## config.mk

```make
export PLATFORM = sky130hd
export DESIGN_NAME = pec_cmd_rx
export DESIGN_NICKNAME = d
export VERILOG_FILES = /design/src/rtl/pec_rx_pkg.sv /design/src/rtl/crc8_byte.sv /design/src/rtl/quiet_timer.sv /design/src/rtl/payload_buf.sv /design/src/rtl/pec_cmd_rx.sv
export SDC_FILE = /design/constraint.sdc
export NUM_CORES = 1
export LEC_CHECK = 0
export CAP_MARGIN = 20
export CORE_MARGIN = 5
export CORE_UTILIZATION = 35
export CTS_CLUSTER_DIAMETER = 150
export DETAILED_ROUTE_END_ITERATION = 6
export SETUP_SLACK_MARGIN = 0.1
export SLEW_MARGIN = 20
export SYNTH_ARGS = -nofsm -noshare
export SYNTH_HDL_FRONTEND = slang
export SYNTH_SLANG_ARGS = --single-unit
```

## constraint.sdc

```tcl
create_clock -name clk -period 3.4 [get_ports clk]
set_clock_uncertainty 0.1 [all_clocks]
set_input_delay 0.51 -clock clk [delete_from_list [all_inputs] [get_ports clk]]
set_output_delay 0.51 -clock clk [all_outputs]
set_load 0.1 [all_outputs]
```

## src/rtl/pec_rx_pkg.sv

```systemverilog
package pec_rx_pkg;
    typedef enum logic [2:0] {
        ST_IDLE,
        ST_ADDR,
        ST_WRITE,
        ST_READ,
        ST_DROP
    } rx_state_t;

    localparam logic [7:0] PEC_POLY = 8'h07;
endpackage

```

## src/rtl/crc8_byte.sv

```systemverilog
module crc8_byte
    import pec_rx_pkg::*;
(
    input  logic [7:0] crc_in,
    input  logic [7:0] data_in,
    output logic [7:0] crc_out
);
    logic [7:0] stage [0:8];

    assign stage[0] = crc_in ^ data_in;

    for (genvar b = 0; b < 8; b++) begin : g_bit
        assign stage[b+1] = stage[b][7] ? ({stage[b][6:0], 1'b0} ^ PEC_POLY)
                                        : {stage[b][6:0], 1'b0};
    end

    assign crc_out = stage[8];
endmodule

```

## src/rtl/quiet_timer.sv

```systemverilog
module quiet_timer #(
    parameter int LIMIT = 1000
) (
    input  logic clk,
    input  logic rst_n,
    input  logic activity,
    output logic fire
);
    localparam int CW = $clog2(LIMIT + 1);

    logic [CW-1:0] cnt_q;

    always_ff @(posedge clk) begin
        if (!rst_n) begin
            cnt_q <= '0;
            fire  <= 1'b0;
        end else begin
            fire <= 1'b0;
            if (activity) begin
                cnt_q <= '0;
            end else if (cnt_q != CW'(LIMIT)) begin
                cnt_q <= cnt_q + 1'b1;
                if (cnt_q == CW'(LIMIT - 1)) begin
                    fire <= 1'b1;
                end
            end
        end
    end
endmodule

```

## src/rtl/payload_buf.sv

```systemverilog
module payload_buf #(
    parameter int SLOTS = 6
) (
    input  logic                 clk,
    input  logic                 rst_n,
    input  logic                 wr_en,
    input  logic [$clog2(SLOTS+1)-1:0] wr_idx,
    input  logic [7:0]           wr_byte,
    output logic [SLOTS*8-1:0]   flat
);
    for (genvar s = 0; s < SLOTS; s++) begin : g_slot
        always_ff @(posedge clk) begin
            if (!rst_n) begin
                flat[s*8 +: 8] <= 8'h00;
            end else if (wr_en && wr_idx == ($clog2(SLOTS+1))'(s)) begin
                flat[s*8 +: 8] <= wr_byte;
            end
        end
    end
endmodule

```

## src/rtl/pec_cmd_rx.sv

```systemverilog
module pec_cmd_rx
    import pec_rx_pkg::*;
#(
    parameter int MAX_DATA    = 4,
    parameter int TIMEOUT_CYC = 50_000_000
) (
    input  logic                          clk,
    input  logic                          rst_n,
    input  logic                          bus_start,
    input  logic                          bus_stop,
    input  logic                          bit_busy,
    input  logic                          rx_valid,
    input  logic [7:0]                    rx_byte,
    input  logic                          tx_done,
    input  logic [7:0]                    tx_byte,
    output logic                          exec_stb,
    output logic [7:0]                    exec_cmd,
    output logic [MAX_DATA*8-1:0]         exec_data,
    output logic [$clog2(MAX_DATA+1)-1:0] exec_len,
    output logic                          pec_fail,
    output logic [7:0]                    pec_out,
    output logic                          pec_out_vld,
    output logic                          reinit
);
    localparam int SLOTS = MAX_DATA + 2;
    localparam int IW    = $clog2(SLOTS + 1);
    localparam int LW    = $clog2(MAX_DATA + 1);

    rx_state_t         state, state_nx;
    logic [7:0]        crc_q, crc_nx, feed_byte;
    logic [IW-1:0]     wcnt_q;
    logic [SLOTS*8-1:0] buf_flat;
    logic              activity, buf_we;

    assign activity  = bus_start | bus_stop | rx_valid | tx_done;
    assign feed_byte = rx_valid ? rx_byte : tx_byte;

    crc8_byte u_crc (
        .crc_in  (crc_q),
        .data_in (feed_byte),
        .crc_out (crc_nx)
    );

    quiet_timer #(.LIMIT(TIMEOUT_CYC)) u_quiet (
        .clk      (clk),
        .rst_n    (rst_n),
        .activity (activity),
        .fire     (reinit)
    );

    assign buf_we = (state == ST_WRITE) && rx_valid && !bus_stop && !bus_start
                    && !reinit && (wcnt_q != IW'(SLOTS));

    payload_buf #(.SLOTS(SLOTS)) u_buf (
        .clk     (clk),
        .rst_n   (rst_n),
        .wr_en   (buf_we),
        .wr_idx  (wcnt_q),
        .wr_byte (rx_byte),
        .flat    (buf_flat)
    );

    // state register
    always_ff @(posedge clk) begin
        if (!rst_n) state <= ST_IDLE;
        else        state <= state_nx;
    end

    // transitions
    always_comb begin
        state_nx = state;
        if (reinit) begin
            state_nx = ST_IDLE;
        end else begin
            unique case (state)
                ST_IDLE: begin
                    if (bus_start) state_nx = ST_ADDR;
                end
                ST_ADDR: begin
                    if (bus_stop) begin
                        state_nx = ST_IDLE;
                    end else if (rx_valid) begin
                        if (rx_byte[0])          state_nx = ST_READ;
                        else if (wcnt_q == '0)   state_nx = ST_WRITE;
                        else                     state_nx = ST_DROP;
                    end
                end
                ST_WRITE: begin
                    if (bus_stop)                                 state_nx = ST_IDLE;
                    else if (bus_start)                           state_nx = ST_ADDR;
                    else if (rx_valid && wcnt_q == IW'(SLOTS))    state_nx = ST_DROP;
                end
                ST_READ: begin
                    if (bus_stop)       state_nx = ST_IDLE;
                    else if (bus_start) state_nx = ST_ADDR;
                end
                ST_DROP: begin
                    if (bus_stop) state_nx = ST_IDLE;
                end
                default: state_nx = ST_IDLE;
            endcase
        end
    end

    // datapath and registered outputs
    always_ff @(posedge clk) begin
        if (!rst_n) begin
            crc_q     <= 8'h00;
            wcnt_q    <= '0;
            exec_stb  <= 1'b0;
            exec_cmd  <= 8'h00;
            exec_data <= '0;
            exec_len  <= '0;
            pec_fail  <= 1'b0;
        end else begin
            exec_stb <= 1'b0;
            pec_fail <= 1'b0;
            if (reinit) begin
                wcnt_q <= '0;
            end else begin
                unique case (state)
                    ST_IDLE: begin
                        if (bus_start) begin
                            crc_q  <= 8'h00;
                            wcnt_q <= '0;
                        end
                    end
                    ST_ADDR: begin
                        if (rx_valid && !bus_stop) crc_q <= crc_nx;
                    end
                    ST_WRITE: begin
                        if (bus_stop) begin
                            if (!bit_busy && wcnt_q >= IW'(2)) begin
                                if (crc_q == 8'h00) begin
                                    exec_stb  <= 1'b1;
                                    exec_cmd  <= buf_flat[7:0];
                                    exec_data <= buf_flat[8 +: MAX_DATA*8];
                                    exec_len  <= LW'(wcnt_q - IW'(2));
                                end else begin
                                    pec_fail <= 1'b1;
                                end
                            end
                        end else if (rx_valid && !bus_start) begin
                            crc_q <= crc_nx;
                            if (wcnt_q != IW'(SLOTS)) wcnt_q <= wcnt_q + 1'b1;
                        end
                    end
                    ST_READ: begin
                        if (tx_done && !bus_stop && !bus_start) crc_q <= crc_nx;
                    end
                    ST_DROP: begin
                    end
                    default: begin
                    end
                endcase
            end
        end
    end

    assign pec_out     = crc_q;
    assign pec_out_vld = (state == ST_READ);
endmodule

```

==> qor.txt <==
MIN PATH
---------------------------------------------------------------------------------
Worst min-delay path category                                        flop to flop
Hold path start                                                      exec_data[1]

GRT
---------------------------------------------------------------------------------
Antenna violations before repair                                                0
Tot GR Track Use                                                            0.151
Maximum number of pins on one net before global-route repair                   85
Total congestion overflow                                                       0
Number of global-route vias before repair                                    4329
Wire length of the first global-routing pass                              21.7 mm

STA
---------------------------------------------------------------------------------
Hold Vio Cnt, Final                                                             0
Final number of setup-violating endpoints                                       0
Setup repair after global routing missed its margin                            no
Peak clock frequency supported by timing                                0.392 GHz
Time the worst path needs with I/O delays and setup                       2.55 ns
Ratio of final minimum period to clock period                               0.750
Post-route setup TNS                                                         0 ns
Max-slew violations                                                             0
Worst slew slack as a fraction of its limit                                 0.331
Worst slew pin tran                                                       1.00 ns

CRITICAL PATH
---------------------------------------------------------------------------------
Critical path data required time                                          2.79 ns
Setup Crit Path Kind                                                 flop to output pin
Kind of end point of the critical path                                 output pin
CP max stage cell                                                    sky130_fd_sc_hd__clkdlybuf4s50_1
Number of buffer and inverter instances along the worst setup path              1
Critical path, cell by cell                                          clkdlybuf4s50_1
Max Fanout on Critical Path                                                     2
Data arrival time of the critical path                                    1.94 ns
Largest stage delay on the critical path                                  1.16 ns
Gate family responsible for the most delay along the worst path      buffers and inverters
Worst setup startpoint                                                exec_len[2]
Setup crit start kind                                                        flop
Launch instance of the worst register-to-register path                   state[1]

CTS
---------------------------------------------------------------------------------
H-Tree Depth                                                                    4
Number of buffers on the longest clock path                                     2
Clock-pin slew on the worst setup and hold paths                          0.05 ns
Clock Sinks                                                                   126
CTS Root Cell                                                        sky130_fd_sc_hd__clkbuf_16
Cts hold-fix bufs                                                               0
Number of buffers created by CTS                                               17
PostCTS Resize Cnt                                                              0
Post-CTS setup buffer count                                                     0
Clock latency on the worst-skew pair                                      0.41 ns
TritonCTS clock tree                                                        built

FLOORPLAN
---------------------------------------------------------------------------------
Area of the core                                                       0.0151 mm²
Die Footprint                                                          0.0179 mm²
Vert. Die Dim                                                              134 µm
Overall die width                                                          134 µm
Site row count                                                                 45
Top-level port count                                                           78
Initial core utilization                                                    0.355

LAYOUT
---------------------------------------------------------------------------------
Area growth from synthesis to layout                                        26.8%
Final net count                                                               724
Fraction of final layout cells with drive strength greater than 1          0.0935
Number of antenna cells inserted                                                0
Most common cell after layout, fill and taps aside                   sky130_fd_sc_hd__dfxtp_1
Most frequent cells in the layout                                    126 x sky130_fd_sc_hd__dfxtp_1, 125 x sky130_fd_sc_hd__nand2_1, 71 x sky130_fd_sc_hd__a21oi_1
Post-route non-filler standard cell count                                     894

ROUTE
---------------------------------------------------------------------------------
Post-detailed-route DRC marker count                                            0
Detail Route met3 WL                                                       695 µm
Number of DRC markers after the initial detailed-route iteration              323
Top Layer Used                                                               met4
Detailed-route wire length per cell                                       14.9 µm
Antenna Nets Post-Route                                                         0
Total length of routed met2 wires                                         6.41 mm
Wire length after detailed routing                                        13.3 mm
Number of detailed-routing iterations run before antenna repair                 5
Drt via density                                                              4.97
Total via count after detailed routing                                       4443
Met1 wire length                                                          6.05 mm

RUN STATUS
---------------------------------------------------------------------------------
Status                                                                  completed

PWR
---------------------------------------------------------------------------------
Static leakage power                                                      2.37 nW
Total design power                                                        3.66 mW
Sw Share                                                                    0.241
Reg power frac                                                              0.413
Power per Cell Area                                                    537 mW/mm²
Internal                                                                  2.78 mW
IR drop worst, VDD                                                       0.377 mV
Part of the power in combinational logic                                    0.097
Clk pwr share                                                               0.490
Switching Power                                                          0.880 mW

LOGIC SYNTHESIS
---------------------------------------------------------------------------------
Instance count of the mapped netlist                                          627
Summed instance area of the synthesized netlist                       0.00536 mm²
Number of different library cells in the post-synthesis netlist                50
Largest cells by area after synthesis                                sky130_fd_sc_hd__dfxtp_1 47%, sky130_fd_sc_hd__nand2_1 8.7%, sky130_fd_sc_hd__a21oi_1 6.6%
Average cell area after synthesis                                        8.55 µm²
Post-synth ARST share                                                           0
Cell taking the most area after synthesis                            sky130_fd_sc_hd__dfxtp_1
Proportion of synthesized chip area in sequential cells                     0.470
Flops & latches, synth                                                        126
Post-synth top flop                                                  sky130_fd_sc_hd__dfxtp_1
Share of Yosys cell area claimed by the top area cell type                  0.470
Number of warnings issued by yosys                                              0
Number of nets produced by synthesis                                          658
Number of enable-type register cells in the synthesized netlist                 0

PLACE
---------------------------------------------------------------------------------
Final weighted congestion in routability-driven placement                   0.836
Number of placed instances, taps included                                     862
Count of input and output buffers                                              77
Final HPWL DP                                                             9.17 mm

FLOW RUN
---------------------------------------------------------------------------------
Max-capacitance violation count                                                 0

## cells in the mapped netlist (6+ instances only)
| cell type | number |
|---|---|
| sky130_fd_sc_hd__a21oi_1 | 71 |
| sky130_fd_sc_hd__buf_2 | 6 |
| sky130_fd_sc_hd__dfxtp_1 | 126 |
| sky130_fd_sc_hd__xor2_1 | 21 |
| sky130_fd_sc_hd__xnor2_1 | 24 |
| sky130_fd_sc_hd__nand2b_1 | 7 |
| sky130_fd_sc_hd__nor4_1 | 6 |
| sky130_fd_sc_hd__inv_1 | 12 |
| sky130_fd_sc_hd__nand3_1 | 39 |
| sky130_fd_sc_hd__nand2_1 | 125 |
| sky130_fd_sc_hd__mux2i_1 | 25 |
| sky130_fd_sc_hd__ha_1 | 8 |
| sky130_fd_sc_hd__clkbuf_1 | 24 |
| sky130_fd_sc_hd__nor2_1 | 58 |
| sky130_fd_sc_hd__or3_1 | 6 |
## flip-flops by register name, indices dropped and copies added, names as in the netlist
register       cells
wcnt_q             3
exec_stb           1
u_quiet.fire       1
exec_data         32
u_buf.flat        40
exec_len           3
pec_out            8
exec_cmd           8
state              3
u_quiet.cnt_q     26
pec_fail           1
## power by group through the flow
| stage | Combinational [mW] | Clock, mW | Sequential, mW |
|---|---|---|---|
| after global routing | 0.376 | 1.90 | 1.51 |
| after floorplan | 0.190 | 0 | 1.61 |
| after CTS | 0.354 | 1.83 | 1.51 |
| after global placement | 0.347 | 0 | 1.54 |
| final | 0.353 | 1.79 | 1.51 |
| after detailed placement | 0.351 | 0 | 1.54 |
## metrics by stage
stage	utilization	hold slack (ns)	worst slack, ns	instance area [µm²]
2_1_floorplan	-	0.331	1.04	5360
3_3_place_gp	0.411	0.338	0.514	6210
3_5_place_dp	0.411	0.346	0.510	6210
4_1_cts	0.451	0.354	0.836	6800
5_1_grt	0.451	0.365	0.765	6800
6_report	0.451	0.352	0.851	6800
## logic make-up (layout without fill, tap and decap cells)
logic type               after synthesis  after routing  synth area share
adder cells (fa/ha/maj)                8              8            0.0187
flip-flops                           126            126             0.470
XOR/XNOR                              47             47            0.0807
multiplexers                          26             26            0.0492
AND/OR/NAND/NOR                      278            278             0.238
AO/OA/AOI/OAI                         91             91            0.0968
buffers and inverters                 51            130            0.0460
## per-layer routing
layer,global-route usage,up-vias
li1,-,2238
met1,0.191,2087
met2,0.248,102
met3,0.0450,16
met4,0.0514,0
met5,0,-
## worst register-to-register path: cells and delay by family (launching register included)
kind             cells  cell delay, ns
and+or+nand+nor      4            1.44
DFF                  1            0.48
muxes                1            0.26
## worst paths after layout
path,endpoint,slack (ns),cells after the start
worst max-delay path,exec_len[2],0.85,1
worst min-delay path,exec_data[1],0.35,2
worst max register to register,u_buf.flat[34],0.96,5
worst min register to register,exec_data[1],0.35,2
## final cells by class
type / count / area [µm²]
Clock inverter: 9 / 109
Clock buffer: 23 / 488
Tap cell: 188 / 235
Multi-Input combinational cell: 450 / 2600
Fill cell: 1478 / 8290
Sequential cell: 126 / 2520
Inverter: 12 / 45.0
Timing Repair Buffer: 86 / 806
Note: power is estimated with default switching activity, not from simulation.
